===== src/rtl/gpio_pkg.sv =====
package gpio_pkg;

  localparam int DATA_W = 32;

  typedef enum logic [1:0] {
    REG_LEVEL = 2'd0,
    REG_SET   = 2'd1,
    REG_CLR   = 2'd2,
    REG_DIR   = 2'd3
  } regSel_t;

  typedef struct packed {
    logic    wrSet;
    logic    wrClr;
    logic    wrDir;
    logic    rdEn;
    logic    rdHit;
    regSel_t rdSel;
  } gpioStrobe_t;

  function automatic logic [DATA_W-1:0] byteSwap(input logic [DATA_W-1:0] d);
    return {d[7:0], d[15:8], d[23:16], d[31:24]};
  endfunction

endpackage


===== src/rtl/gpio_ctrl.sv =====
module gpio_ctrl
  import gpio_pkg::*;
#(
  parameter int ADDR_W     = 4,
  parameter bit HAS_CLEAR  = 1'b1,
  parameter bit INPUT_ONLY = 1'b0,
  parameter bit BIG_ENDIAN = 1'b0
) (
  input  logic              clk,
  input  logic              rstN,
  input  logic              busWe,
  input  logic              busRe,
  input  logic [ADDR_W-1:0] busAddr,
  input  logic [DATA_W-1:0] busWdata,
  output logic [DATA_W-1:0] busRdata,
  input  logic [DATA_W-1:0] rdWord,
  output logic [DATA_W-1:0] wrData,
  output gpioStrobe_t       stb
);

  localparam int HI_W = ADDR_W - 2;

  logic    addrHit;
  regSel_t regIdx;
  logic [DATA_W-1:0] rdBus;
  logic [DATA_W-1:0] rdQ;

  assign addrHit = (busAddr[ADDR_W-1:2] == HI_W'(0));
  assign regIdx  = regSel_t'(busAddr[1:0]);

  // Byte order on the bus side only; the datapath always sees register order.
  generate
    if (BIG_ENDIAN) begin : g_swap
      assign wrData = byteSwap(busWdata);
      assign rdBus  = byteSwap(rdWord);
    end else begin : g_pass
      assign wrData = busWdata;
      assign rdBus  = rdWord;
    end
  endgenerate

  always_comb begin
    stb       = '0;
    stb.rdEn  = busRe;
    stb.rdHit = addrHit;
    stb.rdSel = regIdx;
    if (busWe && addrHit && !INPUT_ONLY) begin
      unique case (regIdx)
        REG_SET: stb.wrSet = 1'b1;
        REG_CLR: stb.wrClr = HAS_CLEAR;
        REG_DIR: stb.wrDir = 1'b1;
        default: ;
      endcase
    end
  end

  always_ff @(posedge clk) begin
    if (!rstN) begin
      rdQ <= '0;
    end else if (stb.rdEn) begin
      rdQ <= rdBus;
    end
  end

  assign busRdata = rdQ;

endmodule


===== src/rtl/gpio_dpath.sv =====
module gpio_dpath
  import gpio_pkg::*;
#(
  parameter int NUM_LINES  = 24,
  parameter bit HAS_CLEAR  = 1'b1,
  parameter bit DIR_IS_OUT = 1'b1,
  parameter bit INPUT_ONLY = 1'b0
) (
  input  logic              clk,
  input  logic              rstN,
  input  gpioStrobe_t       stb,
  input  logic [DATA_W-1:0] wrData,
  input  logic [DATA_W-1:0] pinIn,
  output logic [DATA_W-1:0] pinOut,
  output logic [DATA_W-1:0] pinOe,
  output logic [DATA_W-1:0] rdWord
);

  localparam logic DIR_RESET = ~DIR_IS_OUT;

  logic [DATA_W-1:0] levelVec;
  logic [DATA_W-1:0] latchVec;
  logic [DATA_W-1:0] dirVec;

  for (genvar i = 0; i < DATA_W; i++) begin : g_line
    if (i < NUM_LINES) begin : g_live
      logic syncA, syncB, latchBit, dirBit;

      always_ff @(posedge clk) begin
        if (!rstN) begin
          syncA    <= 1'b0;
          syncB    <= 1'b0;
          latchBit <= 1'b0;
          dirBit   <= DIR_RESET;
        end else begin
          syncA <= pinIn[i];
          syncB <= syncA;
          if (HAS_CLEAR) begin
            // Clear wins over set on the same bit.
            if (stb.wrClr && wrData[i])      latchBit <= 1'b0;
            else if (stb.wrSet && wrData[i]) latchBit <= 1'b1;
          end else if (stb.wrSet) begin
            latchBit <= wrData[i];
          end
          if (stb.wrDir) dirBit <= wrData[i];
        end
      end

      assign levelVec[i] = syncB;
      assign latchVec[i] = latchBit;
      assign dirVec[i]   = dirBit;
      assign pinOut[i]   = latchBit;
      assign pinOe[i]    = INPUT_ONLY ? 1'b0 : (DIR_IS_OUT ? dirBit : ~dirBit);
    end else begin : g_dead
      assign levelVec[i] = 1'b0;
      assign latchVec[i] = 1'b0;
      assign dirVec[i]   = 1'b0;
      assign pinOut[i]   = 1'b0;
      assign pinOe[i]    = 1'b0;
    end
  end

  // Unconnected lines leave some input bits unread.
  logic unusedBits;
  assign unusedBits = ^{pinIn, wrData};

  always_comb begin
    rdWord = '0;
    if (stb.rdHit) begin
      unique case (stb.rdSel)
        REG_LEVEL: rdWord = levelVec;
        REG_SET,
        REG_CLR:   rdWord = latchVec;
        REG_DIR:   rdWord = dirVec;
        default:   rdWord = '0;
      endcase
    end
  end

endmodule


===== src/rtl/gpio_mmio_top.sv =====
module gpio_mmio_top
  import gpio_pkg::*;
#(
  parameter int ADDR_W     = 4,
  parameter int NUM_LINES  = 24,
  parameter bit HAS_CLEAR  = 1'b1,
  parameter bit DIR_IS_OUT = 1'b1,
  parameter bit INPUT_ONLY = 1'b0,
  parameter bit BIG_ENDIAN = 1'b0
) (
  input  logic              clk,
  input  logic              rstN,
  input  logic              busWe,
  input  logic              busRe,
  input  logic [ADDR_W-1:0] busAddr,
  input  logic [31:0]       busWdata,
  output logic [31:0]       busRdata,
  input  logic [31:0]       pinIn,
  output logic [31:0]       pinOut,
  output logic [31:0]       pinOe
);

  gpioStrobe_t       stb;
  logic [DATA_W-1:0] wrData;
  logic [DATA_W-1:0] rdWord;

  gpio_ctrl #(
    .ADDR_W    (ADDR_W),
    .HAS_CLEAR (HAS_CLEAR),
    .INPUT_ONLY(INPUT_ONLY),
    .BIG_ENDIAN(BIG_ENDIAN)
  ) u_ctrl (
    .clk     (clk),
    .rstN    (rstN),
    .busWe   (busWe),
    .busRe   (busRe),
    .busAddr (busAddr),
    .busWdata(busWdata),
    .busRdata(busRdata),
    .rdWord  (rdWord),
    .wrData  (wrData),
    .stb     (stb)
  );

  gpio_dpath #(
    .NUM_LINES (NUM_LINES),
    .HAS_CLEAR (HAS_CLEAR),
    .DIR_IS_OUT(DIR_IS_OUT),
    .INPUT_ONLY(INPUT_ONLY)
  ) u_dpath (
    .clk   (clk),
    .rstN  (rstN),
    .stb   (stb),
    .wrData(wrData),
    .pinIn (pinIn),
    .pinOut(pinOut),
    .pinOe (pinOe),
    .rdWord(rdWord)
  );

endmodule


===== config.mk =====
export PLATFORM = sky130hd
export DESIGN_NAME = gpio_mmio_top
export DESIGN_NICKNAME = d
export VERILOG_FILES = /design/src/rtl/gpio_pkg.sv /design/src/rtl/gpio_ctrl.sv /design/src/rtl/gpio_dpath.sv /design/src/rtl/gpio_mmio_top.sv
export SDC_FILE = /design/constraint.sdc
export NUM_CORES = 1
export LEC_CHECK = 0
export ABC_AREA = 1
export BUFFER_PORTS_ARGS = -buffer_cell sky130_fd_sc_hd__buf_2
export CAP_MARGIN = 20
export CORE_MARGIN = 2
export CORE_UTILIZATION = 30
export DETAILED_ROUTE_END_ITERATION = 12
export PLACE_DENSITY = 0.64
export SYNTH_ARGS = -nofsm -noshare
export SYNTH_HDL_FRONTEND = slang
export SYNTH_SLANG_ARGS = --single-unit
export TNS_END_PERCENT = 100

===== constraint.sdc =====
create_clock -name clk -period 1 [get_ports clk]
set_input_delay 0 -clock clk [delete_from_list [all_inputs] [get_ports clk]]
set_output_delay 0 -clock clk [all_outputs]
set_load 0.01 [all_outputs]

==> flow_metrics.env, run 1 <==
export IMPL_status="finished clean"
export IMPL_synth_common_cells="193 x nand2_1, 125 x inv_1, 120 x dfxtp_1"
export IMPL_fp_coreArea_um2=17900
export IMPL_arrival_ps=970
export IMPL_design_area_um2=7176
export IMPL_route_detailed_drc=0
export IMPL_wirelength_um=15170
export IMPL_gp_congestion=0.8503
export IMPL_path_clk_slew_ps=60
export IMPL_num_vias=5026
export IMPL_clock_latency_ps=410
export IMPL_area_growth_synth_to_final_pct=31.33
export IMPL_synth_seq_cells=120
export IMPL_period_minus_slack_ps=973.1
export IMPL_seq_area_frac_synth=0.4397
export IMPL_first_pass_iters=5
export IMPL_critPathTopFamily="flip-flops"
export IMPL_fin_nets=990
export IMPL_post_route_period_util=0.9731
export IMPL_path_buf_inv=1
export IMPL_rrSetupSlack_ps=210
export IMPL_grt_usage=0.1566
export IMPL_rsz0062_at_grt="false"
export IMPL_ir_drop_v=0.001464
export IMPL_grt_util_met1=0.1921
export IMPL_ant_nets=0
export IMPL_cts_setup_buffers=0
export IMPL_die_area_um2=19310
export IMPL_h_tree_depth=4
export IMPL_cp_slowest_cell="dfxtp_1"
export IMPL_cts_path_max_buffers=2
export IMPL_grt_max_degree=38
export IMPL_initial_core_util=0.3052
export IMPL_yosysMostFrequentCell="nand2_1"
export IMPL_die_y_um=139.0
export IMPL_max_freq_ghz=1.028
export IMPL_finalHoldViolCount=0
export IMPL_syn_instance_count=779
export IMPL_synth_area_leaders="dfxtp_1 44%, nand2_1 13%, buf_4 10%"
export IMPL_synthFlopType="dfxtp_1"
export IMPL_required_ps=1000
export IMPL_yosysTopAreaCellShare=0.4397
export IMPL_num_io_pins=168
export IMPL_cp_cell_sequence="buf_2"
export IMPL_cp_max_fo=3
export IMPL_synth_edf_count=0
export IMPL_hold_slack_ps=30.58
export IMPL_tritoncts="yes"
export IMPL_finalSetupViolCount=0
export IMPL_root_buffer="clkbuf_16"
export IMPL_ys_warn_count=0
export IMPL_place_ws_ps=-98.55
export IMPL_syn_cell_area_um2=5464
export IMPL_slew_viol_final=0
export IMPL_drt_vias_per_instance=4.344
export IMPL_grt_busiest_layer="met2"
export IMPL_drt_wirelength_per_cell_um=13.11
export IMPL_crit_path_end_kind="output pin"
export IMPL_fin_ws_ps=26.89
export IMPL_setup_worst_path_class="reg2out"
export IMPL_skew_ps=7.063
export IMPL_cap_violations=0
export IMPL_cts_sinks=120
export IMPL_p_per_area_nw_per_um2=1719
export IMPL_grtUsageMet3=0.03798
export IMPL_rows=49
export IMPL_fin_util=0.4008
export IMPL_ys_types=15
export IMPL_grt_pass1_vias=4707
export IMPL_placed_area_um2=6048
export IMPL_avgSynthCellArea_um2=7.014
export IMPL_antenna_found_initial=1
export IMPL_overflow=0
export IMPL_layout_drive_gt1_share=0.2104
export IMPL_cts_buffers=17
export IMPL_die_x_um=139.0
export IMPL_grt_use_met2=0.2702
export IMPL_power_leakage_uw=0.003691
export IMPL_cp_start_kind="register"
export IMPL_dp_cells=1073
export IMPL_async_reset_ff_frac=0
export IMPL_io_buffers=127
export IMPL_drt_iter0_markers=288
export IMPL_yosys_area_top_type="dfxtp_1"
export IMPL_grt_pass1_wl_um=24160
export IMPL_dp_hpwl_um=10760
export IMPL_stdcell_count=1157
export IMPL_cpPeakStageDelay_ps=410
export IMPL_hold_class="in2reg"
==> per-stage QoR <==
step	total power, µW	TNS [ps]
floorplan	5683	0
global placement	5994	-1348
detailed placement	6003	-2955
CTS	12480	0
global route	12860	0
finish	12340	0
==> worst min-delay path, stage by stage <==
cell	delay (ps)
buf_2	160
nand4_1	100
nand2_1	40
inv_1	40
nor2_1	30
==> kinds of logic after synthesis <==
group,share of synthesized area
buffers and inverters,0.2217
adders and majority gates,0.009160
DFF,0.4397
and+or+nand+nor,0.2629
other,0.0006863
AOI/OAI and AO/OA,0.06595
==> flip-flops by register name (all words and copies together) (netlist names) <==
signal                          count
u_dpath.g_line.g_live.latchBit     24
u_dpath.g_line.g_live.syncB        24
u_dpath.g_line.g_live.dirBit       24
u_dpath.g_line.g_live.syncA        24
u_ctrl.busRdata                    24
==> path summary, 6_finish.rpt <==
kind,from,endpoint,cells past startpoint
max reg2reg,u_dpath.g_line[17].g_live.dirBit$_SDFFE_PN0P_,u_ctrl.busRdata[17]$_SDFFE_PN0P_,4
min reg2reg,u_dpath.g_line[12].g_live.syncA$_SDFF_PN0_,u_dpath.g_line[12].g_live.syncB$_SDFF_PN0_,2
min,busWe,u_dpath.g_line[23].g_live.latchBit$_SDFFE_PP0P_,5
max,u_dpath.g_line[4].g_live.latchBit$_SDFFE_PP0P_,pinOut[4],1
==> routing by layer <==
| metal | routed length, µm | share of wire |
|---|---|---|
| met1 | 6524 | 0.43 |
| met2 | 7599 | 0.50 |
| met3 | 897 | 0.059 |
| met4 | 148 | 0.0098 |
| met5 | 0 | 0 |
==> where the power goes <==
part	total, µW	internal, µW	switching (µW)	leakage [µW]
clock	6280	4000	2270	0.000297
combinational	1090	472	620	0.00241
sequential	4970	4910	56.1	0.000979
==> what timing repair did <==
action | 4_1_cts | 5_1_grt
hold buffers | 51 | 1
setup endpoints to repair | 0 | 3
endpoints found under the hold margin | 76 | 1
resized for setup | 0 | 2
==> cell type report <==
cell class	count	area (µm²)
fill	1875	10730
sequential	120	2405
multi-input combinational	440	1939
timing repair buffer	210	1461
inverter	125	469.2
clock buffer	18	439.2
tap	229	286.5
clock inverter	14	172.7
antenna	1	2.502
==> cell usage in the layout, fill, tap and decap left out, types with 2 or more instances in the layout <==
master,synthesis,routed
a21oi_1,48,48
buf_12,0,6
buf_2,23,127
buf_4,73,26
bufinv_16,0,3
clkbuf_16,0,17
clkinv_2,0,3
clkinv_4,0,3
clkinvlp_4,0,2
conb_1,1,24
dfxtp_1,120,118
dfxtp_2,0,2
dlygate4sd3_1,0,51
ha_1,4,3
inv_1,125,124
inv_6,0,3
nand2_1,193,193
nand3_1,26,26
nand4_1,48,48
nor2_1,72,72
o21ai_0,24,24
Power figures use the tool's default switching activity.
==> run 2: changes to the inputs <==
--- a/config.mk
+++ b/config.mk
@@ -12,6 +12,7 @@
 export CORE_UTILIZATION = 30
 export DETAILED_ROUTE_END_ITERATION = 12
 export PLACE_DENSITY = 0.64
+export REMOVE_ABC_BUFFERS = 1
 export SYNTH_ARGS = -nofsm -noshare
 export SYNTH_HDL_FRONTEND = slang
 export SYNTH_SLANG_ARGS = --single-unit
==> run 2 against run 1 <==
  * Non-clock buffer count is 2 lower
  * Via count is 1.1% lower
  * Register-to-register slack better by 20 ps
  * Sequential power hardly changed
  * Final area is 0.56% higher
  * Highest routed layer unchanged
==> flow_metrics.env, run 2 (synthesized netlist as in run 1, its figures left out) <==
export IMPL_status="finished clean"
export IMPL_drt_vias_per_instance=4.308
export IMPL_period_minus_slack_ps=952.8
export IMPL_num_antenna_cells=0
export IMPL_rows=49
export IMPL_path_clk_slew_ps=60
export IMPL_ant_nets=0
export IMPL_num_io_pins=168
export IMPL_mostFrequentLayoutCells="193 x nand2_1, 127 x buf_2, 123 x inv_1"
export IMPL_cts_sinks=120
export IMPL_skew_ps=5.756
export IMPL_route_detailed_drc=0
export IMPL_ir_drop_v=0.001162
export IMPL_max_freq_ghz=1.050
export IMPL_p_per_area_nw_per_um2=1690
export IMPL_grt_pass1_vias=4543
export IMPL_first_pass_iters=5
export IMPL_p_sw_frac=0.2494
export IMPL_cap_violations=0
export IMPL_arrival_ps=950
export IMPL_cp_slowest_cell="dfxtp_1"
export IMPL_post_route_period_util=0.9528
export IMPL_required_ps=1000
export IMPL_rsz0062_at_grt="false"
export IMPL_critPathTopFamily="flip-flops"
export IMPL_tritoncts="yes"
export IMPL_gp_congestion=0.7017
export IMPL_setup_worst_path_class="reg2out"
export IMPL_cp_start_kind="register"
export IMPL_h_tree_depth=4
export IMPL_final_fill_count=1877
export IMPL_io_buffers=127
export IMPL_grt_usage=0.1610
export IMPL_worst_path_stages=1
export IMPL_fin_nets=988
export IMPL_seqCellArea_um2=2404
export IMPL_finalHoldViolCount=0
export IMPL_overflow=0
export IMPL_root_buffer="clkbuf_16"
export IMPL_cp_cell_sequence="buf_2"
export IMPL_die_x_um=139.0
export IMPL_layout_commonest_cell="nand2_1"
export IMPL_grt_pass1_wl_um=24240
export IMPL_rr_worst_depth=4
export IMPL_cts_setup_buffers=0
export IMPL_antenna_found_initial=0
export IMPL_die_y_um=139.0
export IMPL_area_growth_synth_to_final_pct=32.06
export IMPL_finalPower_uw=12190
export IMPL_pwr_share_clk=0.498
export IMPL_dp_hpwl_um=9934
export IMPL_drt_wirelength_per_cell_um=13.16
export IMPL_hold_class="in2reg"
export IMPL_clock_latency_ps=410
export IMPL_cts_path_max_buffers=2
export IMPL_initial_core_util=0.3052
export IMPL_finalSetupViolCount=0
export IMPL_cts_buffers=17
export IMPL_pwr_share_seq=0.407
export IMPL_slew_viol_final=0
export IMPL_power_leakage_uw=0.003686
export IMPL_path_buf_inv=1
export IMPL_drt_iter0_markers=232
export IMPL_grt_max_degree=40
export IMPL_cpPeakStageDelay_ps=380
export IMPL_place_ws_ps=-108.3
export IMPL_p_comb_frac=0.095
export IMPL_fin_ws_ps=47.17
export IMPL_hold_depth=5
export IMPL_p_switching_uw=3040
export IMPL_wirelength_um=15190
export IMPL_crit_path_end_kind="output pin"
export IMPL_cp_max_fo=3
export IMPL_fp_coreArea_um2=17900
export IMPL_die_area_um2=19310
export IMPL_layout_drive_gt1_share=0.2108
export IMPL_num_vias=4971
export IMPL_multiInputGateArea_um2=1944
export IMPL_p_int_uw=9151
[run 2: path summary, 6_finish.rpt]
| check | end | slack, ps | startpoint |
|---|---|---|---|
| min reg2reg | u_dpath.g_line[11].g_live.syncB$_SDFF_PN0_ | 410 | u_dpath.g_line[11].g_live.syncA$_SDFF_PN0_ |
| max | pinOe[15] | 50 | u_dpath.g_line[15].g_live.dirBit$_SDFFE_PN0P_ |
| max reg2reg | u_ctrl.busRdata[15]$_SDFFE_PN0P_ | 230 | u_dpath.g_line[15].g_live.dirBit$_SDFFE_PN0P_ |
| min | u_dpath.g_line[7].g_live.dirBit$_SDFFE_PN0P_ | 80 | busAddr[2] |
[run 2: layer usage]
layer,part of all wire,vias up,GRT usage
li1,-,2556,-
met1,0.45,2244,0.2078
met2,0.47,162,0.2658
met3,0.068,9,0.05180
met4,0.0070,0,0.03190
met5,0,-,0
[run 2: cell type report]
| type | count | share of cell area |
|---|---|---|
| Multi-Input combinational cell | 440 | 0.2695 |
| Sequential cell | 120 | 0.3331 |
| Clock buffer | 18 | 0.06086 |
| Inverter | 125 | 0.06503 |
| Clock inverter | 14 | 0.02098 |
| Tap cell | 229 | 0.03971 |
| Timing Repair Buffer | 208 | 0.2109 |
[run 2: what timing repair did]
item                       CTS  global route
gates resized for setup      0             1
setup endpoints to repair    0             1
hold endpoints to repair    72             0
hold buffers                51             0
[run 2: power groups by stage]
stage,Combinational (µW),Clock (µW),Sequential [µW]
2_1_floorplan,409,0,5070
3_3_place_gp,995,0,5070
3_5_place_dp,1000,0,5070
4_1_cts,1160,6220,4960
5_1_grt,1290,6450,4970
6_report,1160,6070,4960
[run 2: stage by stage]
step	instances	utilization	TNS [ps]	hold WS, ps	cell area, µm²
floorplan	685	-	-50120	93.45	4808
global placement	1071	0.3415	-2710	181.7	6113
detailed placement	1071	0.3415	-3731	184.2	6113
CTS	1154	0.4030	0	57.66	7214
global route	1154	0.4031	0	86.10	7216
finish	1154	0.4031	0	78.13	7216
==> run 3: changes to the inputs <==
--- a/config.mk
+++ b/config.mk
@@ -8,6 +8,7 @@
 export ABC_AREA = 1
 export BUFFER_PORTS_ARGS = -buffer_cell sky130_fd_sc_hd__buf_2
 export CAP_MARGIN = 20
+export CORE_ASPECT_RATIO = 1.25
 export CORE_MARGIN = 2
 export CORE_UTILIZATION = 30
 export DETAILED_ROUTE_END_ITERATION = 12
==> run 3 against run 2 <==
  * Die area barely moved
  * Register-to-register slack barely moved
  * First-iteration DRC count rose by 28%
  * Sequential power barely moved
  * Power fell by 3.9%
  * Global-route usage fell by 0.64 points
  * Final cell count barely moved
  * Final area fell by 0.69%
  * Clock-buffer cell count rose by 5
  * Critical endpoint is now u_dpath.g_line[16].g_live.syncA$_SDFF_PN0_
  * Combinational power barely moved
==> flow_metrics.env, run 3 (synthesized netlist as in run 1, its figures left out) <==
export IMPL_rsz0062_at_grt="false"
export IMPL_status="finished clean"
export IMPL_critPathTopFamily="buffers and inverters"
export IMPL_initial_core_util=0.3042
export IMPL_finalPower_uw=11720
export IMPL_crit_path_end_kind="register"
export IMPL_gp_congestion=0.7474
export IMPL_num_io_pins=168
export IMPL_grt_pass1_vias=4606
export IMPL_drt_wirelength_per_cell_um=12.94
export IMPL_required_ps=1310
export IMPL_overflow=0
export IMPL_rrSetupSlack_ps=230
export IMPL_rows=55
export IMPL_h_tree_depth=4
export IMPL_final_fill_count=1832
export IMPL_fin_nets=990
export IMPL_dp_cells=1071
export IMPL_wirelength_um=14940
export IMPL_route_detailed_drc=0
export IMPL_die_area_um2=19320
export IMPL_antenna_found_initial=0
export IMPL_post_route_period_util=0.9830
export IMPL_grt_max_degree=49
export IMPL_cpMostUsedCell="dlygate4sd3_1"
export IMPL_p_per_area_nw_per_um2=1635
export IMPL_arrival_ps=1290
export IMPL_first_pass_iters=4
export IMPL_layout_drive_gt1_share=0.2050
export IMPL_finalHoldViolCount=0
export IMPL_finalSetupViolCount=0
export IMPL_fp_coreArea_um2=17960
export IMPL_drt_iter0_markers=297
export IMPL_max_freq_ghz=1.017
export IMPL_cp_start_kind="primary input"
export IMPL_path_clk_slew_ps=50
export IMPL_fin_ws_ps=16.97
export IMPL_cts_sinks=120
export IMPL_setup_worst_path_class="in2reg"
export IMPL_cp_cell_sequence="dlygate4sd3_1 > buf_2 > nand2_1 > dlygate4sd3_1 > inv_1"
export IMPL_cp_slowest_cell="dlygate4sd3_1"
export IMPL_clock_latency_ps=410
export IMPL_root_buffer="clkbuf_16"
export IMPL_die_x_um=124.7
export IMPL_path_buf_inv=4
export IMPL_period_minus_slack_ps=983.0
export IMPL_tritoncts="yes"
export IMPL_drt_vias_per_instance=4.321
export IMPL_cap_violations=0
export IMPL_cts_buffers=17
export IMPL_ir_drop_v=0.001118
export IMPL_skew_ps=6.747
export IMPL_ant_nets=0
export IMPL_dp_hpwl_um=9942
export IMPL_num_antenna_cells=0
export IMPL_cts_path_max_buffers=2
export IMPL_die_y_um=154.9
export IMPL_slew_viol_final=0
export IMPL_cpPeakStageDelay_ps=540
export IMPL_stdcell_count=1155
export IMPL_place_ws_ps=-93.33
export IMPL_grt_pass1_wl_um=23500
export IMPL_num_vias=4991
export IMPL_power_leakage_uw=0.003680
export IMPL_layout_commonest_cell="nand2_1"
export IMPL_area_growth_synth_to_final_pct=31.14
export IMPL_cp_max_fo=1
export IMPL_io_buffers=127
export IMPL_mostFrequentLayoutCells="193 x nand2_1, 127 x buf_2, 123 x inv_1"
export IMPL_hold_class="in2reg"
export IMPL_grt_usage=0.1545
-- run 3: stage by stage --
stage                     instance area (µm²)    util  hold slack (ps)  setup TNS (ps)
after global placement                   6102  0.3397            182.2           -1381
after detailed placement                 6102  0.3397            184.8           -3519
final                                    7166  0.3990            64.78               0
after floorplan                          4808       -            93.45          -50120
after global routing                     7166  0.3990            61.50               0
after CTS                                7166  0.3990            41.18               0
-- run 3: path summary, 6_finish.rpt --
| check | start | endpoint | cells after the start |
|---|---|---|---|
| worst max-delay path | pinIn[16] | u_dpath.g_line[16].g_live.syncA$_SDFF_PN0_ | 5 |
| worst max register to register | u_dpath.g_line[3].g_live.dirBit$_SDFFE_PN0P_ | u_ctrl.busRdata[3]$_SDFFE_PN0P_ | 4 |
| worst min-delay path | rstN | u_dpath.g_line[21].g_live.syncA$_SDFF_PN0_ | 4 |
| worst min register to register | u_dpath.g_line[8].g_live.syncA$_SDFF_PN0_ | u_dpath.g_line[8].g_live.syncB$_SDFF_PN0_ | 2 |
-- run 3: metal layers --
| layer | wire, µm | vias to the layer above | GRT usage |
|---|---|---|---|
| li1 | - | 2563 | - |
| met1 | 6749 | 2270 | 0.1864 |
| met2 | 7296 | 131 | 0.2670 |
| met3 | 570 | 27 | 0.03061 |
| met4 | 324 | 0 | 0.06849 |
| met5 | 0 | - | 0 |
-- run 3: area by class of cell --
cell class / instances / area (µm²) / share of cell area
flip-flops and latches: 120 / 2402 / 0.3353
multi-input cells: 440 / 1939 / 0.2706
repair buffers: 210 / 1526 / 0.2130
inverters: 125 / 469.2 / 0.06548
clock buffers: 23 / 467.9 / 0.06530
well taps: 228 / 285.3 / 0.03981
clock inverters: 9 / 75.07 / 0.01048
-- run 3: worst register-to-register path, delay by kind of cell (launching register included) --
kind	cells	cell delay (ps)
AOI/OAI and AO/OA	1	110
and+or+nand+nor	3	200
DFF	1	380
-- run 3: timing repair --
item	in CTS	in global routing
gates resized for setup	0	0
hold buffers	52	0
buffers inserted	0	0
hold endpoints to repair	74	0
endpoints found under the setup margin	0	0
-- run 3: where the power goes --
group | total, µW | internal (µW) | switching [µW]
logic | 1150 | 491 | 654
clock network | 5600 | 3510 | 2090
registers | 4970 | 4920 | 51.7
total | 11700 | 8920 | 2790
